**config.mk**
```make
export PLATFORM = sky130hd
export DESIGN_NAME = rmjump_dispatch
export DESIGN_NICKNAME = d
export VERILOG_FILES = /design/src/rtl/rmj_pkg.sv /design/src/rtl/rmj_rotator.sv /design/src/rtl/rmj_masker.sv /design/src/rtl/rmj_pc_adder.sv /design/src/rtl/rmjump_dispatch.sv
export SDC_FILE = /design/constraint.sdc
export NUM_CORES = 1
export LEC_CHECK = 0
export ABC_AREA = 1
export BUFFER_PORTS_ARGS = -buffer_cell sky130_fd_sc_hd__buf_2
export CAP_MARGIN = 25
export CORE_MARGIN = 2
export CORE_UTILIZATION = 33
export CTS_BUF_LIST = sky130_fd_sc_hd__clkbuf_4 sky130_fd_sc_hd__clkbuf_8
export CTS_CLUSTER_SIZE = 8
export DETAILED_ROUTE_END_ITERATION = 10
export GPL_ROUTABILITY_DRIVEN = 1
export PLACE_DENSITY_LB_ADDON = 0.12
export SETUP_SLACK_MARGIN = 0.15
export SYNTH_ARGS = -nofsm -noshare
export SYNTH_HDL_FRONTEND = slang
export SYNTH_SLANG_ARGS = --single-unit
```
**constraint.sdc**
```tcl
create_clock -name clk -period 0.86 [get_ports clk]
set_clock_uncertainty 0.1 [all_clocks]
set_input_delay 0.043 -clock clk [delete_from_list [all_inputs] [get_ports clk]]
set_output_delay 0.043 -clock clk [all_outputs]
set_load 0.02 [all_outputs]
```
**src/rtl/rmj_pkg.sv**
```systemverilog
package rmj_pkg;
  localparam int unsigned DATA_W = 8;
  localparam int unsigned PC_W   = 16;
  localparam int unsigned CNT_W  = $clog2(DATA_W);

  typedef logic [DATA_W-1:0] byte_t;
  typedef logic [PC_W-1:0]   pc_t;
  typedef logic [CNT_W-1:0]  cnt_t;
endpackage

```
**src/rtl/rmj_rotator.sv**
```systemverilog
module rmj_rotator #(
  parameter int unsigned W  = 8,
  parameter int unsigned CW = $clog2(W)
) (
  input  logic [W-1:0]  data_i,
  input  logic [CW-1:0] amt_i,
  output logic [W-1:0]  data_o
);
  logic [W-1:0] stage [0:CW];

  assign stage[0] = data_i;

  // log-depth barrel: stage k rotates right by 2**k when amt_i[k] is set
  for (genvar k = 0; k < CW; k++) begin : g_stage
    localparam int unsigned SH = 2 ** k;
    logic [W-1:0] rotated;
    assign rotated      = {stage[k][SH-1:0], stage[k][W-1:SH]};
    assign stage[k+1]   = amt_i[k] ? rotated : stage[k];
  end

  assign data_o = stage[CW];
endmodule

```
**src/rtl/rmj_masker.sv**
```systemverilog
module rmj_masker #(
  parameter int unsigned W  = 8,
  parameter int unsigned CW = $clog2(W)
) (
  input  logic [W-1:0]  data_i,
  input  logic [CW-1:0] clr_i,
  output logic [W-1:0]  data_o
);
  logic [W-1:0] keep;

  // bit 0 is always dropped; bit i survives while i < W - clr_i
  for (genvar i = 0; i < W; i++) begin : g_keep
    if (i == 0) begin : g_lsb
      assign keep[i] = 1'b0;
    end else begin : g_upper
      localparam int unsigned LIM = W - i;
      assign keep[i] = ({1'b0, clr_i} < (CW+1)'(LIM));
    end
  end

  assign data_o = data_i & keep;
endmodule

```
**src/rtl/rmj_pc_adder.sv**
```systemverilog
module rmj_pc_adder #(
  parameter int unsigned W    = 8,
  parameter int unsigned PW   = 16
) (
  input  logic [W-1:0]  disp_i,
  input  logic [PW-1:0] base_i,
  output logic [PW-1:0] sum_o
);
  localparam int unsigned EXT_W = PW - W;

  logic [PW-1:0] disp_ext;

  assign disp_ext = {{EXT_W{disp_i[W-1]}}, disp_i};
  assign sum_o    = base_i + disp_ext;
endmodule

```
**src/rtl/rmjump_dispatch.sv**
```systemverilog
module rmjump_dispatch
  import rmj_pkg::*;
(
  input  logic        clk,
  input  logic        rst_n,
  input  logic        start_i,
  input  logic [7:0]  src_i,
  input  logic [2:0]  rot_i,
  input  logic [2:0]  mask_i,
  input  logic [15:0] pc_i,
  output logic [15:0] pc_o,
  output logic        done_o
);
  byte_t rot_val;
  byte_t disp;
  pc_t   target;
  pc_t   pc_d, pc_q;
  logic  done_d, done_q;
  logic  pc_en;

  rmj_rotator #(.W(DATA_W), .CW(CNT_W)) u_rot (
    .data_i (src_i),
    .amt_i  (rot_i),
    .data_o (rot_val)
  );

  rmj_masker #(.W(DATA_W), .CW(CNT_W)) u_msk (
    .data_i (rot_val),
    .clr_i  (mask_i),
    .data_o (disp)
  );

  rmj_pc_adder #(.W(DATA_W), .PW(PC_W)) u_add (
    .disp_i (disp),
    .base_i (pc_i),
    .sum_o  (target)
  );

  // next state
  always_comb begin
    pc_en  = start_i;
    pc_d   = pc_en ? target : pc_q;
    done_d = start_i;
  end

  // state registers
  always_ff @(posedge clk or negedge rst_n) begin
    if (!rst_n) begin
      pc_q   <= '0;
      done_q <= 1'b0;
    end else begin
      pc_q   <= pc_d;
      done_q <= done_d;
    end
  end

  assign pc_o   = pc_q;
  assign done_o = done_q;
endmodule

```
### After elaboration in Yosys (flattened, before gate mapping)

Index checks and enable logic that the tools add are counted.

* bitwise operators: 1
* muxes and demuxes: 3
* $lt $le $gt $ge: 7
* add/sub/neg operators: 1

Operators by type and width (number)
* 8-bit two-way mux: 3
* 16-bit adder: 1
* 3-bit < comparator, second input constant: 4
* 8-bit AND: 1
* 3-bit by 2-bit < comparator with 1-bit output, second input constant: 2
* 3-bit by 1-bit < comparator with 1-bit output, second input constant: 1

* bits of input ports: 33
* register bits: 17
* output and inout bits: 17
* word-level logic and storage cells: 14

### Longest topological paths before layout

Gate-level depths: netlist (run 1).

* depth after elaboration: 5
* mapped depth: 21
* depth with buffers taken out: 20

### Hierarchy

Synthesis (run 1) repeated with hierarchy kept, for this count alone.

* cell total of the unflattened synthesis: 326
* area, all modules: 2018.2 um^2

Modules (own cells, without submodules)
* rmj_pc_adder: sequential area each 0.0 um^2, area an instance 928.4 um^2, times used 1, cells each 176
* rmjump_dispatch: sequential area each 425.4 um^2, area an instance 669.4 um^2, times used 1, cells each 69
* rmj_rotator: sequential area each 0.0 um^2, area an instance 336.6 um^2, times used 1, cells each 62
* rmj_masker: sequential area each 0.0 um^2, area an instance 83.8 um^2, times used 1, cells each 19

### Least setup slack after synthesis (run 1)

Ideal clock, no wire load.

* path kind: input to register
* start point: in rot_i[0]
* end point: reg pc_q[13] (netlist: pc_o[13])
* data required time: 0.643 ns
* buffers on the path: 1
* data arrival time: 1.900 ns
* stages on the path: 19
* slack: -1.257 ns
* path through: buf_6 -> inv_6 -> nand2_2 -> nand2_1 -> nor2_1 -> a31oi_1 -> o22ai_1 -> nor2_1 -> ha_1 -> inv_1 -> fa_1 -> inv_1 -> nand2_1 -> a21oi_1 -> nand4_1 -> nand3_1 -> nand2_1 -> nand3_1 -> nand2_1

* word-level cells in the longest chain between the ends: 5

Ends and longest elaborated chain
* start, declared: RTL line rmjump_dispatch.sv:8 `input logic [2:0] rot_i,`
* 8-bit two-way mux (3 in a row): RTL line rmj_rotator.sv:18 `assign stage[k+1] = amt_i[k] ? rotated : stage[k];`
* 8-bit AND: RTL line rmj_masker.sv:21 `assign data_o = data_i & keep;`
* 16-bit adder: RTL line rmj_pc_adder.sv:14 `assign sum_o = base_i + disp_ext;`
* end signal, assigned: RTL line rmjump_dispatch.sv:52 `pc_q <= pc_d;`
* end, declared: RTL line rmjump_dispatch.sv:17 `pc_t pc_d, pc_q;`

Every way passes these cells.
A chain may end at the register's enable or synchronous reset.

### Final worst setup path (run 1)

* start point: in rot_i[0]
* end point: reg pc_q[15] (netlist: pc_o[15])

Same word-level chain as after synthesis.

==> run_summary.xml, run 1 <==
<?xml version="1.0" encoding="UTF-8"?>
<metrics>
  <group name="yosys">
    <metric name="post-synth-top-area-cell" unit="">dfrtp_1</metric>
    <metric name="synth_seq_area_share" unit="%">24.5</metric>
    <metric name="asr_flop_ratio_synth" unit="%">100</metric>
    <metric name="synthesis.yosys.warnings" unit="">0</metric>
    <metric name="synth.area.top_cells" unit="">dfrtp_1, nand2_1, ha_1</metric>
    <metric name="synth_top_area_share" unit="%">24.5</metric>
    <metric name="synthCells" unit="">269</metric>
    <metric name="synth_edf_count" unit="">0</metric>
    <metric name="yosys.cell_count.top_type" unit="">nand2_1</metric>
    <metric name="ys_ff_latch" unit="">17</metric>
    <metric name="synth.avg_cell_area" unit="µm²">6.47</metric>
    <metric name="synth.distinct_cells" unit="">35</metric>
    <metric name="leading_cell_types_by_count_after_synthesis" unit="">nand2_1, nand3_1, inv_1, nor2_1, dfrtp_1</metric>
    <metric name="synth_top_flop_cell" unit="">dfrtp_1</metric>
    <metric name="post_synth_instance_area" unit="µm²">1740</metric>
    <metric name="net_count_after_synthesis" unit="">317</metric>
  </group>
  <group name="clock_network">
    <metric name="clk-insertion-delay-late" unit="ps">240</metric>
    <metric name="cts_sinks" unit="">17</metric>
    <metric name="post_cts_hold_buffer_count" unit="">1</metric>
    <metric name="tritoncts_clock_tree" unit="">yes</metric>
    <metric name="cts-root-to-sink-buffers" unit="">2</metric>
    <metric name="numCtsBuffers" unit="">3</metric>
    <metric name="root_buffer" unit="">clkbuf_8</metric>
    <metric name="number_of_levels_in_the_clock_h_tree" unit="">1</metric>
    <metric name="path_clk_slew" unit="ps">60</metric>
  </group>
  <group name="status">
    <metric name="violated_checks" unit="">hold timing, setup timing</metric>
    <metric name="result_of_the_run" unit="">complete, but fails checks</metric>
  </group>
  <group name="final_layout">
    <metric name="drive_above_1_share" unit="%">54.9</metric>
    <metric name="layout_nets" unit="">433</metric>
    <metric name="syn_to_final_growth" unit="%">83.3</metric>
    <metric name="layout.cell_area.non_filler" unit="µm²">3190</metric>
    <metric name="antenna_cells_inserted" unit="">0</metric>
    <metric name="filler_cell_count" unit="">489</metric>
    <metric name="finish.cell_count_without_fillers" unit="">454</metric>
  </group>
  <group name="timing">
    <metric name="timing.hold.ws" unit="ps">-88.0</metric>
    <metric name="final.min_clock_period" unit="ps">1980</metric>
    <metric name="clock.fmax" unit="MHz">506</metric>
    <metric name="timing.final.hold_violations" unit="">1</metric>
    <metric name="worst_slack" unit="ps">-1120</metric>
    <metric name="tcrit_tclk_final" unit="%">230</metric>
    <metric name="pin_slew_with_the_least_headroom_to_its_limit" unit="ps">380</metric>
    <metric name="setup_viol_count_final" unit="">32</metric>
    <metric name="max_slew_margin_vs_limit" unit="%">74.7</metric>
    <metric name="slew_viol_final" unit="">0</metric>
    <metric name="grt_setup_unrepaired" unit="">yes</metric>
  </group>
  <group name="power_and_ir_drop">
    <metric name="pwr_density_cell" unit="nW/µm²">1140</metric>
    <metric name="power.share.sequential" unit="%">27.7</metric>
    <metric name="p_sw" unit="mW">1.31</metric>
    <metric name="p_comb_share" unit="%">55.6</metric>
    <metric name="swShare" unit="%">36.0</metric>
    <metric name="power.internal" unit="mW">2.33</metric>
    <metric name="p_leak" unit="nW">1.65</metric>
    <metric name="vdd_drop_max" unit="mV">0.652</metric>
    <metric name="power.share.clock" unit="%">16.7</metric>
  </group>
  <group name="die">
    <metric name="initial_core_util" unit="%">34.1</metric>
    <metric name="dieArea" unit="µm²">5870</metric>
    <metric name="die_w" unit="µm">76.6</metric>
    <metric name="rows" unit="">26</metric>
    <metric name="ios" unit="">50</metric>
    <metric name="fp.coreArea" unit="µm²">5110</metric>
    <metric name="die-height" unit="µm">76.6</metric>
  </group>
  <group name="route">
    <metric name="routed_wirelength" unit="µm">5250</metric>
    <metric name="detail_route.drc_violations" unit="">0</metric>
    <metric name="post_drt_via_cell_ratio" unit="">4.65</metric>
    <metric name="detailroute.via_count" unit="">2112</metric>
    <metric name="routed_wire_length_per_instance" unit="µm">11.6</metric>
    <metric name="antenna_left" unit="">0</metric>
    <metric name="drt_iter0_drc" unit="">63</metric>
    <metric name="drtPass1Iterations" unit="">4</metric>
  </group>
  <group name="setup_path">
    <metric name="ff2ff_setup_slack" unit="ps">10</metric>
    <metric name="cp_slowest_stage_delay" unit="ps">320</metric>
    <metric name="arrival" unit="ps">2010</metric>
    <metric name="reg2reg_to" unit="">pc_o[15]</metric>
    <metric name="critical_path_buf_inv_count" unit="">3</metric>
    <metric name="timing.critical_path.depth" unit="">18</metric>
    <metric name="critical_path.startpoint" unit="">rot_i[0]</metric>
    <metric name="worstSetupPathType" unit="">in -&gt; reg</metric>
    <metric name="worstSetupEndpoint" unit="">pc_o[15]</metric>
    <metric name="crit_chain" unit="">bufbuf_16 -&gt; nand2_2 -&gt; a31oi_2 -&gt; nor2_1 -&gt; nor2_1 -&gt; ha_2 -&gt; inv_2 -&gt; fa_2 -&gt; inv_2 -&gt; nand2_4 -&gt; nand2_4 -&gt; nand3_4 -&gt; nand2_4 -&gt; nand3_2 -&gt; nand2_1 -&gt; nand3_1 -&gt; nand3_2 -&gt; nand2_1</metric>
    <metric name="r2r_start" unit="">pc_o[15]</metric>
    <metric name="rr_worst_depth" unit="">3</metric>
    <metric name="critical_path.endpoint_type" unit="">register</metric>
    <metric name="path_delay_family" unit="">simple AND/OR/NAND/NOR gates</metric>
    <metric name="path_common_cell" unit="">nand2_4</metric>
    <metric name="worstPathRequired" unit="ps">900</metric>
    <metric name="worst_path_max_delay_cell" unit="">fa_2</metric>
    <metric name="critical_path.startpoint_type" unit="">primary input</metric>
    <metric name="crit_path_max_fanout" unit="">4</metric>
  </group>
  <group name="hold_path">
    <metric name="worstHoldPathType" unit="">in -&gt; reg</metric>
  </group>
  <group name="global_routing">
    <metric name="grt.total_usage" unit="%">18.0</metric>
    <metric name="grt_antenna_before_repair" unit="">0</metric>
    <metric name="grt_pass1_wl" unit="µm">8870</metric>
    <metric name="grt_max_degree" unit="">18</metric>
    <metric name="grt.overflow.total" unit="">0</metric>
    <metric name="first_global_vias" unit="">2109</metric>
  </group>
  <group name="place">
    <metric name="gp_congestion" unit="">0.779</metric>
    <metric name="place_area" unit="µm²">2490</metric>
    <metric name="place_inst" unit="">432</metric>
    <metric name="post-place-ws" unit="ps">-1630</metric>
    <metric name="port_buffers" unit="">49</metric>
    <metric name="dp_hpwl" unit="µm">3990</metric>
  </group>
  <group name="flow_run">
    <metric name="max-cap-violations" unit="">0</metric>
  </group>
</metrics>
==> tightest hold or removal path, cell delays in order <==
cell and delay [ps]:
buf_2 80, nand2_1 50, nand2_1 60
==> worst min path at each step <==
stage	cells after the start	endpoint	from
3_5_place_dp	1	pc_o[2]	rst_n
4_1_cts	3	pc_o[0]	pc_i[0]
2_1_floorplan	0	done_o	rst_n
6_report	3	pc_o[0]	pc_i[0]
5_1_grt	3	pc_o[0]	pc_i[0]
3_3_place_gp	1	pc_o[2]	rst_n
==> kinds of logic after synthesis <==
logic type                 after synthesis  share of synthesized area (%)
AOI/OAI and AO/OA                       37                           12.3
xor gates and xnor gates                 4                           2.01
adders and majority gates               15                           11.2
buffers and inverters                   35                           8.63
DFF                                     17                           24.5
muxes                                    2                           1.15
and+or+nand+nor                        159                           40.2
==> layer usage <==
layer  vias up  track usage (%)  routed length [µm]
met2        33             33.1                2690
met5         -                0                   0
met3         2            0.948                 145
met1       956             22.9                2380
li1       1121                -                   -
met4         0             4.18                  34
==> repair_timing <==
item,in CTS,in global routing
endpoints found under the hold margin,18,1
endpoints found under the setup margin,33,33
cloned,1,0
pin swaps,21,31
buffers inserted,13,3
gates resized for setup,79,40
==> area by class of cell <==
cell class	count	area (µm²)	share of cell area, %
Inverter	29	129	4.04
Sequential cell	17	427	13.4
Timing Repair Buffer	117	947	29.7
Tap cell	70	87.6	2.75
Multi-Input combinational cell	217	1550	48.6
Clock buffer	4	48.8	1.53
==> power by group through the flow <==
stage               registers [mW]  logic [mW]  clock network [mW]
floorplan                     1.15       0.676                   0
global placement             0.994        1.43                   0
detailed placement           0.996        1.44                   0
CTS                           1.01        1.89               0.624
global route                  1.03        2.20               0.673
finish                        1.01        2.03               0.607
==> state kept, by name (all words and copies together) (netlist names) <==
register  count
done_o        1
pc_o         16
==> placed cells by master, fill, tap and decap left out, drive strengths merged, types with 2 or more instances in the layout <==
| cell | instances |
|---|---|
| buf | 114 |
| nand2 | 99 |
| nand3 | 33 |
| inv | 27 |
| nor2 | 20 |
| dfrtp | 17 |
| ha | 14 |
| a21oi | 14 |
| o21ai | 12 |
| clkbuf | 5 |
| nand4 | 4 |
| a31oi | 4 |
| xnor2 | 4 |
| o211ai | 2 |
| mux2i | 2 |
| clkinv | 2 |
| or2 | 2 |
==> through the flow <==
step	setup TNS, ps	util (%)	power (mW)
detailed placement	-20250	48.7	2.43
finish	-14820	62.4	3.65
global placement	-19860	48.7	2.42
CTS	-15360	58.8	3.52
global route	-16820	62.4	3.90
floorplan	-14460	-	1.83
Power figures use the tool's default switching activity.
==> inputs of run 2 (changes only) <==
--- a/config.mk
+++ b/config.mk
@@ -6,7 +6,7 @@
 export NUM_CORES = 1
 export LEC_CHECK = 0
 export ABC_AREA = 1
-export BUFFER_PORTS_ARGS = -buffer_cell sky130_fd_sc_hd__buf_2
+export BUFFER_PORTS_ARGS = -buffer_cell sky130_fd_sc_hd__clkbuf_2
 export CAP_MARGIN = 25
 export CORE_MARGIN = 2
 export CORE_UTILIZATION = 33
==> run 2 against run 1 <==
Net effect: the run still ends with hold timing, setup timing left; maximum frequency decreased by 2.9%; cell count increased by 2.4%; register-to-register slack about the same; sequential power is essentially flat; combinational power grew 5%; highest routed layer unchanged; critical endpoint is now pc_o[3].
==> run_summary.xml, run 2 (synthesis gave the netlist of run 1 again) <==
<?xml version="1.0" encoding="UTF-8"?>
<metrics>
  <group name="final_layout">
    <metric name="utilization" unit="%">65.3</metric>
    <metric name="filler_cell_count" unit="">437</metric>
    <metric name="final-seq-area" unit="µm²">427</metric>
    <metric name="layout_nets" unit="">444</metric>
    <metric name="multiInputGateArea" unit="µm²">1600</metric>
    <metric name="most_common_library_cell_in_the_layout_ignoring_fill_and_taps" unit="">nand2_1</metric>
    <metric name="drive_above_1_share" unit="%">57.2</metric>
    <metric name="syn_to_final_growth" unit="%">91.7</metric>
    <metric name="antenna_cells_inserted" unit="">0</metric>
    <metric name="number_of_flip_flops_in_the_largest_register" unit="">16</metric>
    <metric name="layout.cells.most_common_list" unit="">nand2_1, buf_4, clkbuf_2</metric>
  </group>
  <group name="power_and_ir_drop">
    <metric name="p_sw" unit="mW">1.33</metric>
    <metric name="swShare" unit="%">35.5</metric>
    <metric name="power.share.clock" unit="%">16.1</metric>
    <metric name="power.internal" unit="mW">2.42</metric>
    <metric name="power.share.sequential" unit="%">26.9</metric>
    <metric name="pwr_density_cell" unit="nW/µm²">1120</metric>
    <metric name="p_comb_share" unit="%">56.9</metric>
    <metric name="fin_total_pwr" unit="mW">3.75</metric>
    <metric name="vdd_drop_max" unit="mV">0.627</metric>
    <metric name="p_leak" unit="nW">1.71</metric>
  </group>
  <group name="route">
    <metric name="routed_wirelength" unit="µm">5260</metric>
    <metric name="drt_iter0_drc" unit="">56</metric>
    <metric name="detail_route.drc_violations" unit="">0</metric>
    <metric name="post_drt_via_cell_ratio" unit="">4.62</metric>
    <metric name="detailroute.via_count" unit="">2147</metric>
    <metric name="drtPass1Iterations" unit="">4</metric>
    <metric name="routed_wire_length_per_instance" unit="µm">11.3</metric>
    <metric name="antenna_left" unit="">0</metric>
  </group>
  <group name="place">
    <metric name="port_buffers" unit="">49</metric>
    <metric name="dp_hpwl" unit="µm">3920</metric>
    <metric name="gp_congestion" unit="">0.879</metric>
  </group>
  <group name="timing">
    <metric name="tcrit_tclk_final" unit="%">237</metric>
    <metric name="timing.hold.ws" unit="ps">-380</metric>
    <metric name="setup_viol_count_final" unit="">32</metric>
    <metric name="clock.fmax" unit="MHz">491</metric>
    <metric name="worst_slack" unit="ps">-1180</metric>
    <metric name="max_slew_margin_vs_limit" unit="%">72.1</metric>
    <metric name="pin_slew_with_the_least_headroom_to_its_limit" unit="ps">419</metric>
    <metric name="grt_setup_unrepaired" unit="">yes</metric>
    <metric name="slew_viol_final" unit="">0</metric>
    <metric name="final_total_negative_setup_slack" unit="ps">-15910</metric>
    <metric name="final.min_clock_period" unit="ps">2040</metric>
    <metric name="timing.final.hold_violations" unit="">18</metric>
  </group>
  <group name="setup_path">
    <metric name="worstPathRequired" unit="ps">890</metric>
    <metric name="critical_path.startpoint_type" unit="">primary input</metric>
    <metric name="worstSetupPathType" unit="">in -&gt; reg</metric>
    <metric name="arrival" unit="ps">2070</metric>
    <metric name="path_delay_family" unit="">buffers and inverters</metric>
    <metric name="critical_path_buf_inv_count" unit="">8</metric>
    <metric name="critical_path.endpoint_type" unit="">register</metric>
    <metric name="crit_path_max_fanout" unit="">7</metric>
    <metric name="worst_path_max_delay_cell" unit="">fa_2</metric>
    <metric name="crit_chain" unit="">clkbuf_16 -&gt; inv_8 -&gt; nand2_2 -&gt; nand2_1 -&gt; nor2_1 -&gt; a31oi_4 -&gt; nor2_1 -&gt; nor2_1 -&gt; ha_2 -&gt; inv_2 -&gt; fa_2 -&gt; inv_2 -&gt; nand2_4 -&gt; buf_4 -&gt; buf_4 -&gt; buf_6 -&gt; buf_4 -&gt; nand2_1 -&gt; o21ai_1</metric>
    <metric name="cp_slowest_stage_delay" unit="ps">330</metric>
  </group>
  <group name="clock_network">
    <metric name="numCtsBuffers" unit="">3</metric>
    <metric name="path_clk_slew" unit="ps">60</metric>
    <metric name="root_buffer" unit="">clkbuf_8</metric>
    <metric name="number_of_levels_in_the_clock_h_tree" unit="">1</metric>
    <metric name="clk-insertion-delay-late" unit="ps">240</metric>
    <metric name="cts_sinks" unit="">17</metric>
    <metric name="cts-root-to-sink-buffers" unit="">2</metric>
    <metric name="tritoncts_clock_tree" unit="">yes</metric>
  </group>
  <group name="status">
    <metric name="result_of_the_run" unit="">complete, but fails checks</metric>
    <metric name="violated_checks" unit="">hold timing, setup timing</metric>
  </group>
  <group name="global_routing">
    <metric name="grt_max_degree" unit="">18</metric>
    <metric name="grt.overflow.total" unit="">0</metric>
    <metric name="grt_pass1_wl" unit="µm">8470</metric>
    <metric name="grt.total_usage" unit="%">17.2</metric>
    <metric name="grt_antenna_before_repair" unit="">0</metric>
    <metric name="first_global_vias" unit="">2004</metric>
  </group>
  <group name="flow_run">
    <metric name="max-cap-violations" unit="">0</metric>
  </group>
  <group name="die">
    <metric name="die_w" unit="µm">76.6</metric>
    <metric name="ios" unit="">50</metric>
    <metric name="die-height" unit="µm">76.6</metric>
    <metric name="fp.coreArea" unit="µm²">5110</metric>
    <metric name="dieArea" unit="µm²">5870</metric>
    <metric name="initial_core_util" unit="%">34.1</metric>
    <metric name="rows" unit="">26</metric>
  </group>
  <group name="hold_path">
    <metric name="worstHoldPathType" unit="">in -&gt; async</metric>
  </group>
</metrics>
## run 2: layout make-up
type | instances | share of cell area, %
clock buffers | 4 | 1.46
inverters | 29 | 3.86
multi-input cells | 217 | 48.1
flip-flops and latches | 17 | 12.8
well taps | 70 | 2.63
repair buffers | 128 | 31.2
## run 2: repair_timing
action,CTS,global route
endpoints found under the setup margin,32,33
pin swaps,34,33
endpoints found under the hold margin,19,19
setup buffers,18,9
gates resized for setup,48,92
## run 2: routing by layer
layer  GRT usage, %  wire (µm)
met4           4.91         36
met5              0          0
met2           31.0       2740
met1           22.4       2360
met3          0.829        126
## run 2: path summary, 6_finish.rpt
kind                               start       to  slack (ps)  depth (start not counted)
worst max-delay path            rot_i[0]  pc_o[3]       -1180                         19
worst min-delay path               rst_n  pc_o[1]        -380                          1
worst max register to register   pc_o[4]  pc_o[4]          20                          3
worst min register to register   pc_o[7]  pc_o[7]         410                          2
max in group asynchronous          rst_n  pc_o[0]         720                          1
min in group clk                 pc_i[0]  pc_o[0]         -90                          3
## run 2: power by group through the flow
stage               Clock, mW  Sequential (mW)  Combinational [mW]
floorplan                   0             1.15               0.676
global placement            0            0.999                1.43
detailed placement          0             1.00                1.44
CTS                     0.630            0.989                1.75
global route            0.678             1.02                2.32
finish                  0.605             1.01                2.13
## run 2: per-stage QoR
stage	hold WS (ps)	area (µm²)	instances	setup WS, ps
final	-380	3330	465	-1180
after global routing	-356	3330	465	-1300
after CTS	-367	2900	456	-1220
after detailed placement	-99.6	2500	434	-1640
after global placement	-101	2500	434	-1610
after floorplan	-353	1800	269	-1200
